**src/rtl/msi_stat_pkg.sv**
```systemverilog
package msi_stat_pkg;
  localparam int unsigned DATA_W    = 32;
  localparam int unsigned ADDR_W    = 4;
  localparam int unsigned SUM_BIT   = 28;
  localparam logic [ADDR_W-1:0] ADDR_LOCAL = 4'h0;
  localparam logic [ADDR_W-1:0] ADDR_MSG   = 4'h4;
endpackage

```
**src/rtl/w1c_status_bank.sv**
```systemverilog
module w1c_status_bank #(
  parameter int unsigned WIDTH = 32,
  parameter logic [WIDTH-1:0] IMPL = '1
) (
  input  logic             clk,
  input  logic             rst_n,
  input  logic [WIDTH-1:0] set_vec,
  input  logic [WIDTH-1:0] clr_vec,
  output logic [WIDTH-1:0] q
);
  // One flop per implemented bit; set has priority over clear.
  for (genvar i = 0; i < WIDTH; i++) begin : g_bit
    if (IMPL[i]) begin : g_flop
      always_ff @(posedge clk) begin
        if (!rst_n)          q[i] <= 1'b0;
        else if (set_vec[i]) q[i] <= 1'b1;
        else if (clr_vec[i]) q[i] <= 1'b0;
      end
    end else begin : g_tie
      assign q[i] = 1'b0;
    end
  end
endmodule

```
**src/rtl/msg_decode.sv**
```systemverilog
module msg_decode #(
  parameter int unsigned NUM_MSG = 32,
  parameter int unsigned MSG_W   = 5,
  parameter int unsigned WIDTH   = 32
) (
  input  logic             msg_valid,
  input  logic [MSG_W-1:0] msg_num,
  output logic [WIDTH-1:0] hit
);
  for (genvar i = 0; i < WIDTH; i++) begin : g_hit
    if (i < NUM_MSG) begin : g_live
      assign hit[i] = msg_valid && (msg_num == MSG_W'(i));
    end else begin : g_dead
      assign hit[i] = 1'b0;
    end
  end
endmodule

```
**src/rtl/reg_port.sv**
```systemverilog
module reg_port
  import msi_stat_pkg::*;
(
  input  logic              clk,
  input  logic              rst_n,
  input  logic              bus_valid,
  input  logic              bus_write,
  input  logic [ADDR_W-1:0] bus_addr,
  input  logic [DATA_W-1:0] bus_wdata,
  input  logic [DATA_W-1:0] local_q,
  input  logic [DATA_W-1:0] msg_q,
  output logic [DATA_W-1:0] clr_local,
  output logic [DATA_W-1:0] clr_msg,
  output logic              rsp_valid,
  output logic [DATA_W-1:0] rsp_rdata
);
  logic wr_en, rd_en;
  logic [DATA_W-1:0] rd_mux;

  assign wr_en     = bus_valid && bus_write;
  assign rd_en     = bus_valid && !bus_write;
  assign clr_local = (wr_en && bus_addr == ADDR_LOCAL) ? bus_wdata : '0;
  assign clr_msg   = (wr_en && bus_addr == ADDR_MSG)   ? bus_wdata : '0;

  always_comb begin
    unique case (bus_addr)
      ADDR_LOCAL: rd_mux = local_q;
      ADDR_MSG:   rd_mux = msg_q;
      default:    rd_mux = '0;
    endcase
  end

  always_ff @(posedge clk) begin
    if (!rst_n) begin
      rsp_valid <= 1'b0;
      rsp_rdata <= '0;
    end else begin
      rsp_valid <= rd_en;
      rsp_rdata <= rd_en ? rd_mux : '0;
    end
  end
endmodule

```
**src/rtl/msi_irq_status.sv**
```systemverilog
module msi_irq_status
  import msi_stat_pkg::*;
#(
  parameter int unsigned NUM_MSG = 32,
  parameter int unsigned MSG_W   = (NUM_MSG > 1) ? $clog2(NUM_MSG) : 1,
  parameter logic [DATA_W-1:0] SRC_MASK = 32'h0000_00FF
) (
  input  logic              clk,
  input  logic              rst_n,
  input  logic              msg_valid,
  input  logic [MSG_W-1:0]  msg_num,
  input  logic [DATA_W-1:0] src_pulse,
  input  logic              bus_valid,
  input  logic              bus_write,
  input  logic [ADDR_W-1:0] bus_addr,
  input  logic [DATA_W-1:0] bus_wdata,
  output logic              rsp_valid,
  output logic [DATA_W-1:0] rsp_rdata,
  output logic              irq
);
  localparam logic [DATA_W-1:0] SUM_MASK   = DATA_W'(1) << SUM_BIT;
  localparam logic [DATA_W-1:0] LOCAL_IMPL = (SRC_MASK & ~SUM_MASK) | SUM_MASK;
  localparam logic [DATA_W-1:0] MSG_IMPL   =
    (NUM_MSG >= DATA_W) ? '1 : DATA_W'((64'd1 << NUM_MSG) - 64'd1);

  logic [DATA_W-1:0] local_q, msg_q;
  logic [DATA_W-1:0] clr_local, clr_msg;
  logic [DATA_W-1:0] msg_hit, local_set;

  msg_decode #(.NUM_MSG(NUM_MSG), .MSG_W(MSG_W), .WIDTH(DATA_W)) u_dec (
    .msg_valid(msg_valid), .msg_num(msg_num), .hit(msg_hit)
  );

  // Summary flag comes straight from the strobe, not from the message register.
  assign local_set = (src_pulse & LOCAL_IMPL & ~SUM_MASK) | (msg_valid ? SUM_MASK : '0);

  w1c_status_bank #(.WIDTH(DATA_W), .IMPL(LOCAL_IMPL)) u_local (
    .clk(clk), .rst_n(rst_n), .set_vec(local_set), .clr_vec(clr_local), .q(local_q)
  );

  w1c_status_bank #(.WIDTH(DATA_W), .IMPL(MSG_IMPL)) u_msg (
    .clk(clk), .rst_n(rst_n), .set_vec(msg_hit), .clr_vec(clr_msg), .q(msg_q)
  );

  reg_port u_port (
    .clk(clk), .rst_n(rst_n),
    .bus_valid(bus_valid), .bus_write(bus_write), .bus_addr(bus_addr),
    .bus_wdata(bus_wdata), .local_q(local_q), .msg_q(msg_q),
    .clr_local(clr_local), .clr_msg(clr_msg),
    .rsp_valid(rsp_valid), .rsp_rdata(rsp_rdata)
  );

  assign irq = |local_q;
endmodule

```
**config.mk**
```make
export PLATFORM = sky130hd
export DESIGN_NAME = msi_irq_status
export DESIGN_NICKNAME = d
export VERILOG_FILES = /design/src/rtl/msi_stat_pkg.sv /design/src/rtl/w1c_status_bank.sv /design/src/rtl/msg_decode.sv /design/src/rtl/reg_port.sv /design/src/rtl/msi_irq_status.sv
export SDC_FILE = /design/constraint.sdc
export NUM_CORES = 1
export LEC_CHECK = 0
export BUFFER_PORTS_ARGS = -buffer_cell sky130_fd_sc_hd__buf_2
export CAP_MARGIN = 15
export CORE_UTILIZATION = 47
export DETAILED_ROUTE_END_ITERATION = 8
export GPL_TIMING_DRIVEN = 0
export PLACE_DENSITY = 0.78
export SYNTH_ARGS = -nofsm -noshare
export SYNTH_HDL_FRONTEND = slang
export SYNTH_SLANG_ARGS = --single-unit
export TNS_END_PERCENT = 100
```
**constraint.sdc**
```tcl
create_clock -name clk -period 1.7 [get_ports clk]
set_clock_uncertainty 0.2 [all_clocks]
set_input_delay 0.255 -clock clk [delete_from_list [all_inputs] [get_ports clk]]
set_output_delay 0.255 -clock clk [all_outputs]
set_load 0.02 [all_outputs]
```
**After elaboration in Yosys (flattened, before gate mapping)**

Index checks and enable logic that the tools add are counted.

- Div/mod/pow operators: 0
- Reduce and logical (&&, ||, !) cells: 82
- Magnitude comparators: 0
- Equality and inequality tests: 32
- Bitwise operators: 1
- Mux-type cells: 86
- Shift-type cells: 0
- $add $sub $neg: 0
- $mul: 0

Operator list:

| operator | number |
|---|---|
| $mux 1 | 82 |
| $reduce_bool 2->1 | 41 |
| $eq 5x5->1 const B | 16 |
| $pmux 32 s2 | 1 |
| $mux 29 | 2 |
| $eq 5x4->1 const B | 8 |
| $logic_and 1x1->1 | 36 |
| $mux 32 | 1 |
| $or 8x29->29 | 1 |
| $eq 5x3->1 const B | 4 |
| $eq 5x2->1 const B | 2 |
| $reduce_or 9->1 | 1 |
| $eq 5x1->1 const B | 1 |
| $logic_not 5->1 | 1 |
| $eq 4x3->1 const B | 1 |
| $logic_not 4->1 | 1 |
| $reduce_and 2->1 | 1 |
| $logic_not 1->1 | 1 |

- Output and inout port bits: 34
- Input port bits: 78
- ROM bits: 0
- Register bits after elaboration: 74
- Memories kept: 0
- Memory bits (writable): 0
- Latch bits: 0

**Logic depth before layout (Yosys ltp)**

Gate-level depths: netlist (run 1).

- Word-level depth: 5
- Mapped depth: 4
- Depth with buffers taken out: 3

**Cells and area by module**

From an unflattened synthesis (run 1), not the netlist that was laid out.

- Cell total of the unflattened synthesis: 471
- Area total of the unflattened synthesis: 4013.8 µm²

By module, submodules not included:

| module | area each (µm²) | sequential area each (µm²) | cells an instance | instances |
|---|---|---|---|---|
| reg_port | 2026.9 | 660.6 | 261 | 1 |
| w1c_status_bank (u_msg) | 1114.8 | 640.6 | 99 | 1 |
| w1c_status_bank (u_local) | 559.3 | 180.2 | 52 | 1 |
| msg_decode | 234.0 | 0.0 | 47 | 1 |
| msi_irq_status | 78.8 | 0.0 | 12 | 1 |

**Worst setup path after synthesis (run 1)**

OpenSTA, ideal clock, no wires.

- Path kind: input to register
- Start: input bus_addr[3]
- End: register u_port.rsp_rdata[10]
- Path buffers: 1
- Arrival: 1115 ps
- Stages: 4
- Library setup time: 59 ps
- Data required time: 1441 ps
- Slack: 326 ps
- Path through: nor4b_4 -> and4b_2 -> buf_6 -> and2_1

- Word-level cells in the longest chain between the ends: 2
- Elaborated cells between the ends (all ways): 3
- Those cells by class: eq/ne (1); mux (1); reduce/logical (1)

RTL lines:

| element | line | RTL |
|---|---|---|
| start: declaration | msi_irq_status.sv:15 | `input logic [ADDR_W-1:0] bus_addr,` |
| $eq 4x3->1 or $logic_not 4->1 (tied branches) | reg_port.sv:26 | `unique case (bus_addr)` |
| $pmux 32 s2 (*) | reg_port.sv:26 |  |
| end signal: assignment | reg_port.sv:39 | `rsp_rdata <= rd_en ? rd_mux : '0;` |
| end: declaration | reg_port.sv:15 | `output logic [DATA_W-1:0] rsp_rdata` |

Every way passes the cells marked *; elsewhere a longest branch is shown, timed or not.
A chain may end at the register's enable or synchronous reset.

**Worst setup path after layout (run 1)**

- Start: register u_local.q[2]
- End: output irq

- Word-level cells in the longest chain between the ends: 1

RTL lines:

| element | line | RTL |
|---|---|---|
| start: declaration | w1c_status_bank.sv:9 | `output logic [WIDTH-1:0] q` |
| start signal: indexed assignment | w1c_status_bank.sv:15 | `if (!rst_n) q[i] <= 1'b0;` |
| start signal: indexed assignment | w1c_status_bank.sv:16 | `else if (set_vec[i]) q[i] <= 1'b1;` |
| start signal: indexed assignment | w1c_status_bank.sv:17 | `else if (clr_vec[i]) q[i] <= 1'b0;` |
| $reduce_or 9->1 | msi_irq_status.sv:53 | `assign irq = \|local_q;` |
| end: declaration | msi_irq_status.sv:19 | `output logic irq` |

Every way passes these cells.

==> reports/metrics.csv, run 1 <==
stage,metric,value,unit
global_route,grt_pass1_vias,2429,
die,die_w,77.4,µm
sta,finalWorstPathRequiredPeriod,1690,ps
die,die_height,77.4,µm
synth,synthTopCellsByArea,"dfxtp_1 55%, and3_1 7.5%, o22ai_1 7.5%",
power,clkPwrFrac,47.0,%
cts,cts_tree,yes,
synth,synthDistinctLibCells,24,
die,die_area,5990,µm²
hold_path,hold_path_depth,3,
cells_and_area,fillCellCount,457,
setup_path,cp.required,1240,ps
die,io_pins,112,
hold_path,hold_class,in -> reg,
power,vdd_drop_max,0.000636,V
setup_path,cp.arrival,1240,ps
power,power,0.00383,W
synth,syn_inst,281,
cells_and_area,drive_gt1_share,27.9,%
synth,synth_top_area_share,55.5,%
sta,hold_viol,0,
power,power.density,1050,nW/µm²
placement,io_buffers,87,
detailed_routing,wirelength,7590,µm
cts,cts_setup_buffers,0,
sta,fin_crit_sh,99.6,%
synth,seq_area_frac_synth,55.5,%
setup_path,reg2reg_to,u_local.q[5],
setup_path,worstSetupPathType,reg -> out,
sta,setup_slack,6.28,ps
cts,cts_root_buf,clkbuf_8,
power,p_leak,1.71,nW
flow_run,maxCapViolCount,0,
synth,synth_area,2670,µm²
placement,hpwl,4960,µm
power,swShare,21.6,%
synth,syn_area_per_cell,9.50,µm²
cells_and_area,nets,475,
hold_path,min_from,bus_wdata[12],
setup_path,cp_max_fo,3,
cts,clkTransAtPathRegs,80,ps
cts,cts_max_path_buffers,2,
setup_path,cp-end-kind,output port,
global_route,gr-usage-all-layers,25.8,%
placement,dp_slack,-125,ps
cells_and_area,diodes,0,
die,initial_utilization,48.5,%
setup_path,rr_startpoint,u_local.q[5],
synth,synth_seq_cells,74,
sta,report.final.slew_viol_count,0,
detailed_routing,viasPerCell,5.41,
synth,yosys.area.top_type,dfxtp_1,
setup_path,critPathLaunchType,flip-flop,
global_route,grt_max_degree,14,
detailed_routing,ant_nets,0,
detailed_routing,drt_iter0_markers,173,
cts,ctsHtreeMaxLevel,3,
sta,setup-violations-final,0,
sta,max_clock_freq,0.590,GHz
detailed_routing,drc,0,
hold_path,min_to,u_msg.q[12],
detailed_routing,avgRoutedWirePerCell,16.0,µm
cts,numCtsBuffers,9,
die,core,5510,µm²
global_route,antenna_found_initial,0,
power,combinationalPowerShare,6.6,%
setup_path,r2r.worst_path.cells,2,
cts,cts.sinks,74,
sta,slew-limit-headroom,61.4,%
run_status,status,"complete, no violations",
power,netSwitchingPower,0.000829,W
sta,grt_setup_unrepaired,yes,
detailed_routing,first_pass_iters,4,
placement,gp_congestion,0.818,
die,rows,27,
synth,syn-num-nets,359,
cells_and_area,syn_to_final_growth,36.6,%
sta,worst_pin_slew,575,ps
global_route,grt_pass1_wl,11600,µm
setup_path,reg2reg_slack,700,ps
cts,clk_latency,360,ps
synth,yosys_warnings,0,
detailed_routing,vias,2565,
power,p_int,0.00300,W
global_route,grt_overflow_total,0,
power,pwr-share-seq,46.4,%
## cell families (layout without fill, tap and decap cells)
logic type,after synthesis,count (layout),synth area share (%)
DFF,74,74,55.5
AOI/OAI and AO/OA,59,59,14.7
and+or+nand+nor,121,121,25.4
buffers and inverters,27,148,4.50
## cell type report
class                   count  area [µm²]  share of cell area [%]
plain buffers              17        82.6                    2.26
clock buffers              10         128                    3.50
clock inverters             6         138                    3.77
inverters                  10        37.5                    1.03
multi-input cells         180        1070                    29.3
flip-flops and latches     74        1480                    40.6
well taps                  72        90.1                    2.47
repair buffers            105         622                    17.0
## Yosys cell counts
| library cell | number |
|---|---|
| nand4_1 | 1 |
| clkbuf_1 | 9 |
| a22oi_1 | 9 |
| nand3b_1 | 3 |
| nor4_1 | 1 |
| o22ai_1 | 32 |
| nor3_1 | 1 |
| nand2_1 | 35 |
| o21ai_0 | 9 |
| nand3_1 | 6 |
| and3_1 | 32 |
| nor2b_1 | 3 |
| or3b_2 | 1 |
| nor4b_4 | 1 |
| and2_1 | 24 |
| inv_1 | 10 |
| dfxtp_1 | 74 |
| nor4_4 | 1 |
| nor2_1 | 11 |
| buf_1 | 3 |
| buf_6 | 2 |
| buf_2 | 3 |
| and4b_2 | 1 |
| a41oi_1 | 9 |
## worst max-delay path by stage
stage | from | to | slack [ps] | depth (start not counted)
final | u_local.q[2] | irq | 6 | 3
after global routing | u_local.q[2] | irq | -70 | 3
after floorplan | bus_addr[3] | u_port.rsp_rdata[10] | 330 | 4
after detailed placement | bus_addr[3] | u_msg.q[31] | -120 | 5
after CTS | u_local.q[5] | irq | 8 | 3
after global placement | bus_addr[3] | u_msg.q[10] | -130 | 5
## power groups by stage
stage	clock [W]	combinational [W]	sequential, W
after floorplan	0	0.0000937	0.00181
after global placement	0	0.000207	0.00182
after detailed placement	0	0.000214	0.00182
after CTS	0.00181	0.000245	0.00178
after global routing	0.00190	0.000272	0.00178
final	0.00180	0.000253	0.00178
## flip-flops by register name (all words and copies together), names as in the netlist
signal and count:
u_local.q 9, u_msg.q 32, u_port.rsp_rdata 32, u_port.rsp_valid 1
## cells in the final DEF (no fill, tap or decap)
cell type / count
dlygate4sd3_1: 18
inv_6: 1
o22ai_1: 32
nor3_1: 1
and2_1: 24
buf_2: 89
and3_1: 32
nor4_1: 1
a41oi_1: 9
clkbuf_1: 10
nand3_1: 6
a22oi_1: 9
clkinv_4: 1
inv_1: 10
nor2b_1: 3
nand3b_1: 3
buf_6: 3
and4b_2: 1
nor4b_4: 1
nand4_1: 1
bufinv_16: 4
buf_1: 3
or3b_2: 1
dfxtp_1: 73
dfxtp_2: 1
clkbuf_8: 9
nor2_1: 11
nand2_1: 35
o21ai_0: 9
nor4_4: 1
## metrics by stage
stage / hold WS (ps) / std cells / util, % / instance area (µm²) / TNS (ps)
5_1_grt: 4.25 / 474 / 66.3 / 3650 / -65.2
4_1_cts: 2.86 / 473 / 65.9 / 3630 / 0
6_report: 11.8 / 474 / 66.3 / 3650 / 0
3_5_place_dp: 242 / 440 / 58.0 / 3200 / -2330
2_1_floorplan: 188 / 281 / - / 2670 / 0
3_3_place_gp: 239 / 440 / 58.0 / 3200 / -1950
## layer usage
| layer | vias up | global-route usage (%) | wire, µm |
|---|---|---|---|
| met2 | 130 | 43.2 | 3790 |
| li1 | 1236 | - | - |
| met4 | 0 | 15.3 | 178 |
| met1 | 1184 | 30.3 | 3040 |
| met5 | - | 0 | 0 |
| met3 | 15 | 5.29 | 583 |
## critical path: stages, from the launching register on
cell and delay [ps]:
dfxtp_2 330, nor4_1 250, nand3_1 140, buf_6 160
## timing repair
item,4_1_cts,5_1_grt
hold endpoints to repair,10,1
hold buffers,17,1
gates resized for setup,0,3
endpoints found under the setup margin,0,1
(Power assumes the default switching activity.)
==> inputs of run 2 (changes only) <==
--- a/config.mk
+++ b/config.mk
@@ -11,6 +11,7 @@
 export DETAILED_ROUTE_END_ITERATION = 8
 export GPL_TIMING_DRIVEN = 0
 export PLACE_DENSITY = 0.78
+export SETUP_SLACK_MARGIN = 0.2
 export SYNTH_ARGS = -nofsm -noshare
 export SYNTH_HDL_FRONTEND = slang
 export SYNTH_SLANG_ARGS = --single-unit
==> run 2 against run 1 <==
Clock power barely moved. Critical endpoint unchanged. Cell count rose by 0.84%. Power rose by 0.15%. Count of clock-buffer cells in the layout did not move. Critical path depth did not move. First-iteration DRC count rose by 4.6%. Die area did not move. Sequential power barely moved. Cell area rose by 0.89%. Setup slack improved by 17 ps. Largest cell class unchanged. Critical path type unchanged.
==> reports/metrics.csv, run 2 (same netlist as run 1, synthesis figures left out) <==
stage,metric,value,unit
cells_and_area,postLayoutCoreUtil,66.8,%
die,initial_utilization,48.5,%
cells_and_area,diodes,0,
global_route,grt_overflow_total,0,
cells_and_area,layout_common_cells,"89 x buf_2, 72 x dfxtp_1, 35 x nand2_1, 32 x and3_1, 32 x o22ai_1",
cts,cts_tree,yes,
power,vdd_drop_max,0.000634,V
cells_and_area,final_area,3680,µm²
cts,clkTransAtPathRegs,80,ps
sta,finalWorstPathRequiredPeriod,1680,ps
detailed_routing,ant_nets,0,
cells_and_area,top_regs,"u_msg.q: 32 flops, u_port.rsp_rdata: 32 flops, u_local.q: 9 flops",
die,die_w,77.4,µm
setup_path,worstSetupStartpoint,u_local.q[2],
global_route,antenna_found_initial,0,
placement,placed_area,3200,µm²
cts,cts_root_buf,clkbuf_8,
hold_path,hold_class,in -> reg,
cts,ctsHtreeMaxLevel,3,
setup_path,cp_max_fo,2,
global_route,gr-usage-all-layers,25.9,%
setup_path,cp-end-kind,output port,
placement,hpwl,4960,µm
setup_path,rr_startpoint,u_local.q[2],
cts,cts.sinks,74,
die,die_height,77.4,µm
run_status,status,"complete, no violations",
cells_and_area,nets,479,
setup_path,cp.required,1240,ps
die,die_area,5990,µm²
setup_path,worstSetupPathType,reg -> out,
power,power.density,1040,nW/µm²
setup_path,critPathLaunchType,flip-flop,
detailed_routing,vias,2594,
cts,clk_latency,360,ps
detailed_routing,avgRoutedWirePerCell,15.8,µm
detailed_routing,drt_iter0_markers,181,
sta,grt_setup_unrepaired,yes,
detailed_routing,first_pass_iters,4,
power,p_leak,1.73,nW
flow_run,maxCapViolCount,0,
global_route,grt_pass1_wl,11700,µm
sta,setup-violations-final,0,
cells_and_area,syn_to_final_growth,37.9,%
sta,worst_pin_slew,524,ps
die,io_pins,112,
cts,cts_max_path_buffers,2,
detailed_routing,drc,0,
setup_path,cp.arrival,1220,ps
sta,hold_viol,0,
sta,slew-limit-headroom,65.1,%
sta,max_clock_freq,0.596,GHz
die,core,5510,µm²
hold_path,min_from,bus_wdata[10],
cells_and_area,drive_gt1_share,29.1,%
cts,numCtsBuffers,9,
placement,io_buffers,87,
global_route,grt_max_degree,14,
detailed_routing,wirelength,7570,µm
sta,fin_crit_sh,98.6,%
sta,report.final.slew_viol_count,0,
die,rows,27,
cells_and_area,final_common_cell,buf_2,
sta,hold_ws,8.23,ps
global_route,grt_pass1_vias,2432,
detailed_routing,viasPerCell,5.43,
placement,gp_congestion,0.818,
==> run 2: layer usage <==
layer | track usage [%] | vias up | share of wire [%]
li1 | - | 1240 | -
met4 | 14.3 | 0 | 2.5
met2 | 43.5 | 152 | 48
met5 | 0 | - | 0
met1 | 30.7 | 1183 | 40
met3 | 5.29 | 19 | 8.8
==> run 2: final cells by class <==
| cell class | instances | area (µm²) |
|---|---|---|
| fill | 455 | 1830 |
| sequential | 74 | 1480 |
| multi-input combinational | 180 | 1070 |
| timing repair buffer | 109 | 652 |
| clock inverter | 6 | 138 |
| clock buffer | 10 | 128 |
| tap | 72 | 90.1 |
| buffer | 17 | 83.8 |
| inverter | 10 | 37.5 |
==> run 2: worst max-delay path, cell delays in order (launching register included) <==
cell and delay (ps):
dfxtp_2 330, nor4_1 250, nand3_1 130, buf_6 150
==> run 2: worst paths after layout <==
| check | endpoint | slack [ps] | depth (start not counted) |
|---|---|---|---|
| max reg2reg | u_local.q[2] | 680 | 3 |
| min | u_msg.q[10] | 8 | 3 |
| min reg2reg | u_port.rsp_rdata[18] | 260 | 1 |
| max | irq | 20 | 3 |
==> run 2: through the flow <==
| stage | setup TNS, ps | std cells | worst slack, ps | total power, W |
|---|---|---|---|---|
| global route | -21.3 | 478 | -21.3 | 0.00396 |
| CTS | 0 | 474 | 21.5 | 0.00384 |
| finish | 0 | 478 | 23.2 | 0.00384 |
| global placement | -1950 | 440 | -126 | 0.00202 |
| floorplan | 0 | 281 | 326 | 0.00191 |
| detailed placement | -2330 | 440 | -125 | 0.00203 |
==> run 2: where the power goes <==
part / internal, W / total (W) / switching [W]
Clock: 0.00113 / 0.00180 / 0.000672
Combinational: 0.000117 / 0.000258 / 0.000141
Sequential: 0.00176 / 0.00178 / 0.0000182
==> run 2: repair_timing <==
action / CTS / global route
gates resized for setup: 4 / 2
endpoints found under the hold margin: 10 / 1
buffers inserted: 1 / 3
endpoints found under the setup margin: 1 / 8
pin swaps: 2 / 1
hold buffers: 17 / 1
